## src/rtl/pipe_err_pkg.sv

```systemverilog
package pipe_err_pkg;

  typedef enum logic [1:0] {
    PK_CTRL = 2'd0,
    PK_ISO  = 2'd1,
    PK_BULK = 2'd2,
    PK_INTR = 2'd3
  } pipeKind_e;

  // strobes from the event decoder to the state holder
  typedef struct packed {
    logic setOvf;
    logic setUnf;
    logic setCrc;
    logic advance;
    logic flipTgl;
  } errStrobe_t;

endpackage

```

## src/rtl/pipe_err_ctrl.sv

```systemverilog
module pipe_err_ctrl
  import pipe_err_pkg::*;
#(
  parameter int NUM_BANKS = 2,
  parameter int BANK_W    = 1
) (
  input  logic [1:0]           pipeType,
  input  logic                 dirIn,
  input  logic [NUM_BANKS-1:0] bankFull,
  input  logic                 outStage,
  input  logic                 inPacket,
  input  logic                 txnOk,
  input  logic                 crcFail,
  input  logic [BANK_W-1:0]    curBank,
  output errStrobe_t           strobe
);

  pipeKind_e kind;
  logic      curFull;
  logic      flowKind;

  always_comb begin
    kind     = pipeKind_e'(pipeType);
    curFull  = bankFull[curBank];
    flowKind = (kind == PK_ISO) || (kind == PK_INTR);

    strobe.setOvf  = flowKind && !dirIn && outStage && !curFull;
    strobe.setUnf  = flowKind && dirIn && inPacket && curFull;
    strobe.setCrc  = (kind == PK_ISO) && dirIn && crcFail;
    strobe.advance = txnOk;
    strobe.flipTgl = txnOk && (kind != PK_ISO);
  end

endmodule

```

## src/rtl/pipe_err_dp.sv

```systemverilog
module pipe_err_dp
  import pipe_err_pkg::*;
#(
  parameter int NUM_BANKS = 2,
  parameter int BANK_W    = 1
) (
  input  logic                 clk,
  input  logic                 rstN,
  input  errStrobe_t           strobe,
  input  logic                 flowClr,
  input  logic                 crcClr,
  input  logic                 cfgWr,
  input  logic                 cfgFlowEn,
  input  logic                 cfgCrcEn,
  input  logic                 initBank,
  input  logic [BANK_W-1:0]    initBankVal,
  input  logic                 initTgl,
  input  logic                 initTglVal,
  output logic [BANK_W-1:0]    curBank,
  output logic                 dataTgl,
  output logic [NUM_BANKS-1:0] ovfStat,
  output logic [NUM_BANKS-1:0] unfStat,
  output logic                 flowFlag,
  output logic                 crcFlag,
  output logic                 flowEn,
  output logic                 crcEn
);

  localparam logic [BANK_W-1:0] LAST_BANK = BANK_W'(NUM_BANKS - 1);

  logic              statClr;
  logic              setFlow;
  logic [BANK_W-1:0] nextBank;

  assign statClr  = strobe.advance && !flowFlag;
  assign setFlow  = strobe.setOvf || strobe.setUnf;
  assign nextBank = (curBank == LAST_BANK) ? '0 : curBank + BANK_W'(1);

  // per-bank status bits
  for (genvar b = 0; b < NUM_BANKS; b++) begin : g_bank
    always_ff @(posedge clk) begin
      if (!rstN) begin
        ovfStat[b] <= 1'b0;
        unfStat[b] <= 1'b0;
      end else begin
        if (strobe.setOvf && curBank == BANK_W'(b)) ovfStat[b] <= 1'b1;
        else if (statClr)                           ovfStat[b] <= 1'b0;
        if (strobe.setUnf && curBank == BANK_W'(b)) unfStat[b] <= 1'b1;
        else if (statClr)                           unfStat[b] <= 1'b0;
      end
    end


    ovf_origin_chk: assert property (@(posedge clk) disable iff (!rstN)
      ($past(rstN) && $rose(ovfStat[b])) |-> $past(strobe.setOvf && curBank == BANK_W'(b)));

    unf_origin_chk: assert property (@(posedge clk) disable iff (!rstN)
      ($past(rstN) && $rose(unfStat[b])) |-> $past(strobe.setUnf && curBank == BANK_W'(b)));

    stat_clear_chk: assert property (@(posedge clk) disable iff (!rstN)
      ($past(rstN) && ($fell(ovfStat[b]) || $fell(unfStat[b])))
        |-> $past(strobe.advance && !flowFlag));
  end

  // flags: a new error wins over a clear
  always_ff @(posedge clk) begin
    if (!rstN) begin
      flowFlag <= 1'b0;
      crcFlag  <= 1'b0;
    end else begin
      if (setFlow)      flowFlag <= 1'b1;
      else if (flowClr) flowFlag <= 1'b0;
      if (strobe.setCrc) crcFlag <= 1'b1;
      else if (crcClr)   crcFlag <= 1'b0;
    end
  end


  flow_set_wins_chk: assert property (@(posedge clk) disable iff (!rstN)
    setFlow |=> flowFlag);

  // enables
  always_ff @(posedge clk) begin
    if (!rstN) begin
      flowEn <= 1'b0;
      crcEn  <= 1'b0;
    end else if (cfgWr) begin
      flowEn <= cfgFlowEn;
      crcEn  <= cfgCrcEn;
    end
  end

  // bank pointer and toggle; loads win over advance
  always_ff @(posedge clk) begin
    if (!rstN) begin
      curBank <= '0;
      dataTgl <= 1'b0;
    end else begin
      if (initBank)            curBank <= initBankVal;
      else if (strobe.advance) curBank <= nextBank;
      if (initTgl)             dataTgl <= initTglVal;
      else if (strobe.flipTgl) dataTgl <= ~dataTgl;
    end
  end

endmodule

```

## src/rtl/usb_pipe_err_tracker.sv

```systemverilog
module usb_pipe_err_tracker
  import pipe_err_pkg::*;
#(
  parameter int NUM_BANKS = 2,
  localparam int BANK_W   = (NUM_BANKS > 1) ? $clog2(NUM_BANKS) : 1
) (
  input  logic                 clk,
  input  logic                 rstN,
  input  logic [1:0]           pipeType,
  input  logic                 dirIn,
  input  logic [NUM_BANKS-1:0] bankFull,
  input  logic                 outStage,
  input  logic                 inPacket,
  input  logic                 txnOk,
  input  logic                 crcFail,
  input  logic                 flowClr,
  input  logic                 crcClr,
  input  logic                 cfgWr,
  input  logic                 cfgFlowEn,
  input  logic                 cfgCrcEn,
  input  logic                 initBank,
  input  logic [BANK_W-1:0]    initBankVal,
  input  logic                 initTgl,
  input  logic                 initTglVal,
  output logic [BANK_W-1:0]    curBank,
  output logic                 dataTgl,
  output logic [NUM_BANKS-1:0] ovfStat,
  output logic [NUM_BANKS-1:0] unfStat,
  output logic                 flowFlag,
  output logic                 crcFlag,
  output logic                 pipeIrq
);

  errStrobe_t strobe;
  logic       flowEn;
  logic       crcEn;

  pipe_err_ctrl #(.NUM_BANKS(NUM_BANKS), .BANK_W(BANK_W)) uCtrl (
    .pipeType (pipeType),
    .dirIn    (dirIn),
    .bankFull (bankFull),
    .outStage (outStage),
    .inPacket (inPacket),
    .txnOk    (txnOk),
    .crcFail  (crcFail),
    .curBank  (curBank),
    .strobe   (strobe)
  );

  pipe_err_dp #(.NUM_BANKS(NUM_BANKS), .BANK_W(BANK_W)) uDp (
    .clk         (clk),
    .rstN        (rstN),
    .strobe      (strobe),
    .flowClr     (flowClr),
    .crcClr      (crcClr),
    .cfgWr       (cfgWr),
    .cfgFlowEn   (cfgFlowEn),
    .cfgCrcEn    (cfgCrcEn),
    .initBank    (initBank),
    .initBankVal (initBankVal),
    .initTgl     (initTgl),
    .initTglVal  (initTglVal),
    .curBank     (curBank),
    .dataTgl     (dataTgl),
    .ovfStat     (ovfStat),
    .unfStat     (unfStat),
    .flowFlag    (flowFlag),
    .crcFlag     (crcFlag),
    .flowEn      (flowEn),
    .crcEn       (crcEn)
  );


  assign pipeIrq = (flowFlag && flowEn) || (crcFlag && crcEn);


  crc_only_iso_in_chk: assert property (@(posedge clk) disable iff (!rstN)
    ($past(rstN) && $rose(crcFlag)) |-> $past(crcFail && dirIn && pipeType == 2'd1));

  flow_kind_chk: assert property (@(posedge clk) disable iff (!rstN)
    ($past(rstN) && $rose(flowFlag)) |-> $past(pipeType == 2'd1 || pipeType == 2'd3));

  bank_alternate_chk: assert property (@(posedge clk) disable iff (!rstN)
    $past(rstN && txnOk && !initBank) |-> (curBank != $past(curBank)));

  iso_tgl_hold_chk: assert property (@(posedge clk) disable iff (!rstN)
    $past(rstN && txnOk && !initTgl && pipeType == 2'd1) |-> $stable(dataTgl));

endmodule

```

## config.mk

```make
export PLATFORM = sky130hd
export DESIGN_NAME = usb_pipe_err_tracker
export DESIGN_NICKNAME = d
export VERILOG_FILES = /design/src/rtl/pipe_err_pkg.sv /design/src/rtl/pipe_err_ctrl.sv /design/src/rtl/pipe_err_dp.sv /design/src/rtl/usb_pipe_err_tracker.sv
export SDC_FILE = /design/constraint.sdc
export NUM_CORES = 1
export LEC_CHECK = 0
export CAP_MARGIN = 20
export CORE_MARGIN = 2
export CORE_UTILIZATION = 30
export DETAILED_ROUTE_END_ITERATION = 10
export GPL_ROUTABILITY_DRIVEN = 1
export MAX_ROUTING_LAYER = met4
export PLACE_DENSITY = 0.82
export SLEW_MARGIN = 40
export SYNTH_ARGS = -nofsm -noshare
export SYNTH_HDL_FRONTEND = slang
export SYNTH_SLANG_ARGS = --single-unit
```

## constraint.sdc

```tcl
create_clock -name clk -period 0.9 [get_ports clk]
set_input_delay 0.135 -clock clk [delete_from_list [all_inputs] [get_ports clk]]
set_output_delay 0.135 -clock clk [all_outputs]
set_load 0.03 [all_outputs]
```

; After elaboration in Yosys (flattened, before gate mapping)
; Cells that the tools add are included.
; W data, S select, Z words.
[word_totals]
register_bits = 10
output_inout_bits = 9
wordCells = 63
[classes]
add_sub_neg = 1
n_lt_le_gt_ge = 1
eq_ne = 3
muxes = 16
n_bitwise = 2
n_reduce_logical = 30
[op_table]
columns = operator, n
row1 = $logic_and A1 B1 Y1, 16
row2 = $mux W1, 16
row3 = $reduce_bool A2 Y1, 8
row4 = $logic_not A1 Y1, 3
row5 = $logic_or A1 B1 Y1, 3
row6 = $eq A2 B1 Y1 const B, 1
row7 = $eq A2 B2 Y1 const B, 1
row8 = $lt A1 B2 Y1 const B, 1
row9 = $ne A2 B1 Y1 const B, 1
row10 = $not A1 Y1, 2
row11 = $add A1 B1 Y1 const B, 1

; Depth between registers and ports, before layout
; Gate-level depths: netlist of run 1.
[logic_depth]
ltp_word = 7
mapped_depth = 3
depth_no_buf = 3

; By module
; Synthesis of run 1 repeated with hierarchy kept, for this count alone.
[hier_totals]
cells_unflattened = 46
hier_area_um2 = 440.4
[modules_own_cells]
columns = module, instances, cells_each, area_each_um2
row1 = pipe_err_dp, 1, 37, 375.4
row2 = pipe_err_ctrl, 1, 8, 56.3
row3 = usb_pipe_err_tracker, 1, 1, 8.8

; Least setup slack after synthesis of run 1
; OpenSTA, ideal clock, no wires.
[synth_path]
path_kind = register to register
startpoint = reg uDp.curBank
endpoint = reg uDp.flowFlag
setup_time_ns = 0.120
arrival_time_ns = 1.147
t_required_ns = 0.780
path_slack_ns = -0.367
path_stages_with_launch = 4
path_buffers = 0
period_less_slack_ns = 1.267
path_cell_list = dfxtp_1 -> nand2_1 -> and3_1 -> o31a_1
[synth_via]
elab_chain_cells = 6
[synth_rtl]
columns = element, line_no
row1 = "start, declared", pipe_err_dp.sv:19  ; output logic [BANK_W-1:0] curBank,
row2 = "start signal, assigned", pipe_err_dp.sv:99  ; if (initBank) curBank <= initBankVal;
row3 = "start signal, assigned", pipe_err_dp.sv:100  ; else if (strobe.advance) curBank <= nextBank;
row4 = $mux W1 (implied by the code) (*) (2 in series), pipe_err_ctrl.sv:24  ; curFull = bankFull[curBank];
row5 = $logic_not A1 Y1, pipe_err_ctrl.sv:27  ; strobe.setOvf = flowKind && !dirIn && outStage && !curFull;
row6 = $logic_and A1 B1 Y1, pipe_err_ctrl.sv:27
row7 = $logic_or A1 B1 Y1 (*), pipe_err_dp.sv:36  ; assign setFlow = strobe.setOvf || strobe.setUnf;
row8 = $mux W1 or $reduce_bool A2 Y1 (tied branches), n/a
row9 = "end signal, assigned", pipe_err_dp.sv:68  ; flowFlag <= 1'b0;
row10 = "end signal, assigned", pipe_err_dp.sv:71  ; if (setFlow) flowFlag <= 1'b1;
row11 = "end signal, assigned", pipe_err_dp.sv:72  ; else if (flowClr) flowFlag <= 1'b0;
row12 = "end, declared", pipe_err_dp.sv:23  ; output logic flowFlag,
; Every way passes the cells marked *; elsewhere a longest branch is shown, timed or not. The select of a mux whose other input is x is not followed.
; A chain may end at the register's enable or synchronous reset.

; Worst setup path in the final report of run 1
[layout_path]
startpoint = reg uDp.flowFlag
endpoint = out pipeIrq
[layout_via]
elab_chain_cells = 2
[layout_rtl]
columns = element, line_no
row1 = $logic_and A1 B1 Y1, usb_pipe_err_tracker.sv:74  ; assign pipeIrq = (flowFlag && flowEn) || (crcFlag && crcEn);
row2 = $logic_or A1 B1 Y1, usb_pipe_err_tracker.sv:74
row3 = "end, declared", usb_pipe_err_tracker.sv:31  ; output logic pipeIrq
; Every way passes these cells.

==> impl_results.rst, run 1 <==
.. list-table::
   :header-rows: 1

   * - Metric
     - Value
   * - Portion of total power attributed to the clock network
     - roughly a third
   * - Total die area
     - around 1800 um2
   * - Detail-routed via count per cell
     - roughly 4.9
   * - Clock buffer count from CTS
     - 3
   * - Status
     - finished, violations left
   * - Final weighted congestion in routability-driven placement
     - roughly 0.76
   * - Setup_tns
     - -0.985 ns
   * - Share of synthesized flip-flops with an asynchronous set or reset
     - 0%
   * - Clock tree from TritonCTS
     - done
   * - Placement Rows
     - 13
   * - Max-slew violation count
     - 0
   * - Clock latency on the worst-skew pair
     - roughly 0.27 ns
   * - WS Path Type
     - flop to output port
   * - Multiplexer area fraction after synthesis
     - 4.53%
   * - Number of synthesized flops with an enable pin
     - 0
   * - Internal power of the cells
     - ~890 uW
   * - DP HPWL
     - 1.05 mm
   * - Pwr per Cell Area
     - between 1000 and 1500 nW/um2
   * - Initial antenna violation count
     - 0
   * - Warning count from the yosys run
     - 0
   * - Fill count
     - 91
   * - Slew @ Worst Pin
     - 0.266 ns
   * - Area of all sequential standard cells
     - around 220 um2
   * - Cell taking the most area after synthesis
     - dfxtp_1
   * - Net switching power figure
     - 304 uW
   * - Die Span X
     - between 40 and 50 um
   * - Leakage power summed over all cells
     - 0.447 nW
   * - Portion of the post-synthesis area used by sequential elements
     - 45.3%
   * - Worst IR drop on VDD
     - about 0.67 mV
   * - Largest clock skew in the final design
     - roughly 0.0067 ns
   * - Detail-routed net length per standard cell
     - 13.9 um
   * - Reg-to-reg critical path startpoint
     - uDp.flowFlag
   * - Min Hold Slack
     - around 0.24 ns
   * - Failing checks
     - negative setup slack
   * - Reg2Reg Capture Point
     - uDp.unfStat[0]
   * - Leading post-synthesis cells by cell area
     - dfxtp_1 45%, nor2b_1 8.5%, a32oi_1 5.9%
   * - Share of the synthesized area in compound gates (AO/OA/AOI/OAI)
     - about a fifth
   * - Routed Antenna Nets
     - 0
   * - Max cap viols
     - 0
   * - Fraction of the mapped netlist area in simple logic gates
     - 24.1%
   * - Post-Synthesis Cells
     - 48
   * - Beginning of the critical path
     - uDp.flowFlag
   * - FF+latch count, synth
     - 10
   * - Quantity of hold-fixing buffers added after cts
     - 0
   * - Die Ht
     - approximately 42 um
   * - Worst Setup End Kind
     - output port
   * - RSZ-0062 raised after global routing
     - true
   * - Wire length of the first global-routing pass
     - 2.19 mm
   * - Clk Tree Root Cell
     - clkbuf_4
   * - Headroom to the max-slew limit
     - approximately 82%
   * - Routed wire length
     - approximately 1.5 mm
   * - Main combinational cell family by area after synthesis
     - simple AND/OR/NAND/NOR gates
   * - Vias in the first global route
     - 506
   * - Level count of the clock H-tree
     - 1
   * - Critical Path Sink
     - pipeIrq
   * - ANT cells
     - 0
   * - Net count of the mapped netlist
     - 68
   * - Share of total power in combinational logic
     - 25.5%
   * - Startpoint types
     - flop
   * - Number of clock sinks
     - 10
   * - Worst-path clk slew
     - around 0.07 ns
   * - XOR/XNOR Fraction of Synth Area
     - about 2.0%
   * - Top FF cell, synth
     - dfxtp_1
   * - Final critical delay including setup and external delays
     - approximately 1.1 ns
   * - Hold Crit Depth
     - 2
   * - Area used by multi-input combinational logic
     - ~280 um2
   * - CTS Buffer Depth
     - 2
   * - Num ports
     - 29
   * - Avg Inst Size Synth
     - 9.20 um2
   * - Ratio of cells with drive above 1 in the final layout
     - 47.9%
   * - Vias
     - 530
   * - DRT Pass-1 Iters
     - 4
   * - Number of nets in the layout
     - roughly 120
   * - Arrival time of the worst setup path
     - 0.97 ns
   * - Core Region
     - around 1300 um2
   * - Final WS setup
     - -0.204 ns
   * - Worst setup timing slack at the placement stage
     - -0.461 ns
   * - Critical path data required time
     - around 0.76 ns
   * - Global-route usage over all layers
     - roughly 17%
   * - Maximum number of pins on one net before global-route repair
     - 8
   * - Final hold viol count
     - 0
   * - Growth of design area from synthesis to finish
     - 121%
   * - Post-synthesis share of cell area spent on full adders, half adders and majority gates
     - 0%
   * - Area fraction of the dominant cell type after synthesis
     - 45.3%
   * - Final period util
     - 123%
   * - Cell variety after synth
     - 22
   * - Type of the worst min-delay path
     - input pin to flop
   * - Achievable clock frequency
     - around 910 MHz
   * - Final setup violating endpoints
     - 9
   * - Mapped cell area
     - ~440 um2
   * - Reg2reg setup slack
     - -0.15 ns
   * - Fraction of power spent switching nets
     - 25.4%
   * - I/O Buffers
     - 28
   * - Max Fanout on Critical Path
     - 2
   * - Starting utilization of the core area
     - approximately a third
   * - Global route total overflow
     - 0
   * - Initial DRC Count
     - 8
   * - DRC violation count after routing
     - 0
   * - Sequential fraction of design power
     - approximately 40%
   * - Worst reg2reg path depth
     - 4
==> metal layers <==
layer / vias up / GRT usage [%] / wire [um]
met1: 250 / 19.9 / 660
met2: 17 / 26.2 / 758
li1: 261 / - / -
met4: 0 / 9.38 / 14
met5: - / - / 0
met3: 2 / 5.60 / 80
==> cell families (layout without fill, tap and decap cells) <==
family,after synthesis,in the layout
compound gates,12,12
xor+xnor,1,1
buf+inv,5,51
flops,10,10
mux,2,2
simple gates,18,18
==> area by class of cell <==
type / instances / share of cell area, %
tap: 15 / 1.92
clock buffer: 4 / 3.71
sequential: 10 / 22.4
timing repair buffer: 42 / 41.5
inverter: 5 / 1.92
multi-input combinational: 33 / 28.6
==> cell usage after synthesis (2+ instances only) <==
library cell	count
dfxtp_1	10
nor2b_1	6
inv_1	5
a32oi_1	3
and2_1	3
mux2i_1	2
nand2_1	2
nand2b_1	2
o21ai_0	2
==> sequential cells by signal (all words and copies together), names as in the netlist <==
name,cells
uDp.crcFlag,1
uDp.crcEn,1
uDp.curBank,1
uDp.unfStat,2
uDp.flowEn,1
uDp.flowFlag,1
uDp.dataTgl,1
uDp.ovfStat,2
==> power by group through the flow <==
stage	registers, mW	logic [mW]	clock network (mW)
after CTS	0.477	0.299	0.421
after floorplan	0.512	0.0708	0
after global routing	0.480	0.324	0.452
after detailed placement	0.483	0.271	0
final	0.478	0.306	0.413
after global placement	0.482	0.266	0
==> timing repair <==
action	CTS	global route
buffers inserted	1	1
endpoints found under the setup margin	14	17
resized for setup	28	6
pin swaps	8	4
==> worst min-delay path by stage <==
stage | start | end | slack [ns]
final | rstN | uDp.flowFlag | 0.24
after detailed placement | uDp.crcEn | uDp.crcEn | 0.51
after CTS | txnOk | uDp.dataTgl | 0.40
after floorplan | rstN | uDp.unfStat[0] | 0.25
after global placement | uDp.crcEn | uDp.crcEn | 0.50
after global routing | rstN | uDp.unfStat[0] | 0.25
==> placed cells by master (no fill, tap or decap) <==
cell	synthesis	layout
nand2_4	0	1
and2_1	3	2
clkbuf_8	0	1
dlygate4sd2_1	0	4
mux2i_1	2	2
nor2b_1	6	5
dfxtp_2	0	6
and3_4	0	1
xnor2_2	0	1
o22ai_1	1	1
o2bb2ai_1	1	1
a22o_4	0	1
a31oi_1	1	1
and3b_1	1	1
nand2_1	2	1
clkbuf_4	0	3
o21ai_1	1	1
or3_1	1	1
and2_4	0	1
nand3_1	1	1
nor2_1	1	1
dfxtp_4	0	3
nor2b_2	0	1
buf_6	0	12
dfxtp_1	10	1
o21a_1	1	1
buf_4	0	11
clkdlybuf4s50_1	0	14
o31a_1	1	1
a32oi_2	0	1
o21ai_0	2	2
inv_1	5	5
a32oi_1	3	2
nand2b_4	0	2
dlymetal6s2s_1	0	1
==> critical path, cell delays in order, from the launching register on <==
cell and delay [ns]:
dfxtp_4 0.34, a22o_4 0.23, buf_6 0.13
==> stage by stage <==
step	instance area [um2]	cells	power [mW]	utilization (%)
floorplan	478	48	0.583	-
global placement	847	103	0.748	63.5
detailed placement	847	103	0.754	63.5
CTS	952	108	1.20	71.4
global route	977	109	1.26	73.3
finish	977	109	1.20	73.3
(Power assumes the default switching activity.)
==> run 2, diff against run 1 <==
--- a/config.mk
+++ b/config.mk
@@ -5,7 +5,6 @@
 export SDC_FILE = /design/constraint.sdc
 export NUM_CORES = 1
 export LEC_CHECK = 0
-export CAP_MARGIN = 20
 export CORE_MARGIN = 2
 export CORE_UTILIZATION = 30
 export DETAILED_ROUTE_END_ITERATION = 10
==> results of run 2 <==
Final layout, timing and power as in run 1 (identical DEF).
==> run 3, diff against run 2 <==
--- a/config.mk
+++ b/config.mk
@@ -8,9 +8,9 @@
 export CORE_MARGIN = 2
 export CORE_UTILIZATION = 30
 export DETAILED_ROUTE_END_ITERATION = 10
-export GPL_ROUTABILITY_DRIVEN = 1
+export DONT_BUFFER_PORTS = 1
 export MAX_ROUTING_LAYER = met4
-export PLACE_DENSITY = 0.82
+export PLACE_DENSITY = 0.55
 export SLEW_MARGIN = 40
 export SYNTH_ARGS = -nofsm -noshare
 export SYNTH_HDL_FRONTEND = slang
==> run 3 against run 2 <==
Compared with the run above:
- the run still ends with negative setup slack left
- via count shrank 20%
- wire length shrank 24%
- combinational power shrank 43%
- utilization shrank 21 points
- fmax grew 5.9%
- final cell count shrank 28%
- final area shrank 28%
- sequential share of layout area grew 8.6 points
- largest cell class is now multi-input gates
- highest routed layer unchanged
==> impl_results.rst, run 3 (synthesized netlist as in run 1, its figures left out) <==
.. list-table::
   :header-rows: 1

   * - Metric
     - Value
   * - Status
     - finished, violations left
   * - Failing checks
     - negative setup slack
   * - Max Fanout on Critical Path
     - 4
   * - Wire length of the first global-routing pass
     - roughly 1.9 mm
   * - Fraction of power spent switching nets
     - between 20% and 30%
   * - Global-route usage over all layers
     - roughly 15%
   * - Final non-filler cell total
     - 79
   * - I/O Buffers
     - 0
   * - Core Region
     - around 1300 um2
   * - Final critical delay including setup and external delays
     - 1.04 ns
   * - Arrival time of the worst setup path
     - 0.91 ns
   * - Min Hold Slack
     - 0.00677 ns
   * - Start point of the worst hold path
     - rstN
   * - Number of clock sinks
     - 10
   * - Sequential fraction of design power
     - between 40 and 50%
   * - Achievable clock frequency
     - roughly 960 MHz
   * - Pwr per Cell Area
     - between 1500 and 2000 nW/um2
   * - Detail-routed via count per cell
     - 5.37
   * - Ratio of cells with drive above 1 in the final layout
     - slightly above 50%
   * - Number of nets in the layout
     - 85
   * - Clock buffer count from CTS
     - 3
   * - Worst-path clk slew
     - about 0.070 ns
   * - Commonest non-fill, non-tap cells in the layout
     - 9 x buf_6, 6 x nor2b_1, 5 x dfxtp_2, 4 x inv_1
   * - Routed wire length
     - 1.15 mm
   * - Area used by multi-input combinational logic
     - about 280 um2
   * - Level count of the clock H-tree
     - 1
   * - WS Path Type
     - flop to output port
   * - Share of total power in combinational logic
     - around 16%
   * - Most common library cell in the layout ignoring fill and taps
     - buf_6
   * - Largest clock skew in the final design
     - approximately 0.0028 ns
   * - Final WS setup
     - -0.142 ns
   * - Reg-to-reg critical path startpoint
     - uDp.curBank
   * - Headroom to the max-slew limit
     - between 70% and 80%
   * - Growth of design area from synthesis to finish
     - 59.2%
   * - Master of the slowest instance on the critical path
     - dfxtp_4
   * - Share of the core filled with cells in the final layout
     - between 50% and 60%
   * - Vias
     - 424
   * - DRT Pass-1 Iters
     - 4
   * - Buf+Inv Stages, Crit Path
     - 0
   * - RSZ-0062 raised after global routing
     - true
   * - DRC violation count after routing
     - 0
   * - Clock tree from TritonCTS
     - done
   * - # placed instances
     - 73
   * - Placement Rows
     - 13
   * - Final weighted congestion in routability-driven placement
     - 0.696
   * - Die Ht
     - between 40 and 50 um
   * - Detail-routed net length per standard cell
     - approximately 15 um
   * - Worst IR drop on VDD
     - roughly 0.62 mV
   * - Worst-path cell chain
     - a22o_4
   * - Critical path data required time
     - 0.76 ns
   * - Slew @ Worst Pin
     - around 0.30 ns
   * - Initial DRC Count
     - 5
   * - Setup_tns
     - -0.461 ns
   * - Fill count
     - approximately 120
   * - Routed Antenna Nets
     - 0
   * - Die Span X
     - about 42 um
   * - Critical path's largest stage delay
     - around 0.36 ns
   * - Final period util
     - 116%
   * - Internal power of the cells
     - about 800 uW
   * - Worst Setup End Kind
     - output port
   * - Largest delay contributor family on the critical path
     - flip-flops
   * - Top flop regs
     - uDp.ovfStat x2, uDp.unfStat x2
   * - ANT cells
     - 0
   * - Num ports
     - 29
   * - Total die area
     - ~1800 um2
   * - Starting utilization of the core area
     - roughly a third
   * - Clock latency on the worst-skew pair
     - between 0.2 and 0.3 ns
   * - Leakage power summed over all cells
     - 0.308 nW
   * - Max cap viols
     - 0
   * - Final setup violating endpoints
     - 5
   * - Portion of total power attributed to the clock network
     - 38.5%
   * - Vias in the first global route
     - roughly 460
   * - Final hold viol count
     - 0
   * - Startpoint types
     - flop
   * - Area of all sequential standard cells
     - roughly 220 um2
   * - Beginning of the critical path
     - uDp.flowFlag
   * - Type of the worst min-delay path
     - input pin to flop
   * - Max-slew violation count
     - 0
   * - CTS Buffer Depth
     - 2
   * - Clk Tree Root Cell
     - clkbuf_4
   * - Global route total overflow
     - 0
   * - Net switching power figure
     - 269 uW
   * - Initial antenna violation count
     - 0
   * - Maximum number of pins on one net before global-route repair
     - 10
   * - Worst setup timing slack at the placement stage
     - -0.0681 ns
run 3: metrics by stage:
stage	area, um2	power, mW
floorplan	478	0.583
global placement	572	0.622
detailed placement	572	0.624
CTS	659	1.06
global route	703	1.12
finish	703	1.07
run 3: final cells by class:
cell class,instances,share of cell area [%]
Clock buffer,4,5.16
Timing Repair Buffer,12,18.3
Tap cell,15,2.67
Sequential cell,10,31.0
Inverter,5,2.67
Multi-Input combinational cell,33,40.2
run 3: timing repair:
item | in CTS | in global routing
pin swaps | 3 | 4
hold endpoints to repair | 9 | 0
hold buffers | 1 | 0
buffers inserted | 1 | 0
resized for setup | 9 | 12
setup endpoints to repair | 9 | 14
run 3: power groups by stage:
stage / sequential, mW / combinational, mW / clock, mW
2_1_floorplan: 0.512 / 0.0708 / 0
3_3_place_gp: 0.484 / 0.138 / 0
3_5_place_dp: 0.485 / 0.139 / 0
4_1_cts: 0.479 / 0.161 / 0.418
5_1_grt: 0.487 / 0.192 / 0.440
6_report: 0.483 / 0.175 / 0.412
run 3: per-layer routing:
metal	GRT usage, %	part of all wire [%]	vias up	wire (um)
met5	-	0	-	0
met4	7.50	2.3	0	27
met3	3.88	5.3	5	61
met2	23.4	54	20	621
met1	16.6	38	198	440
li1	-	-	201	-
run 3: worst paths after layout:
path	end	slack, ns	cells past startpoint
max	pipeIrq	-0.14	1
min	uDp.ovfStat[1]	0.007	1
max reg2reg	uDp.flowFlag	-0.12	3
min reg2reg	uDp.ovfStat[1]	0.54	2
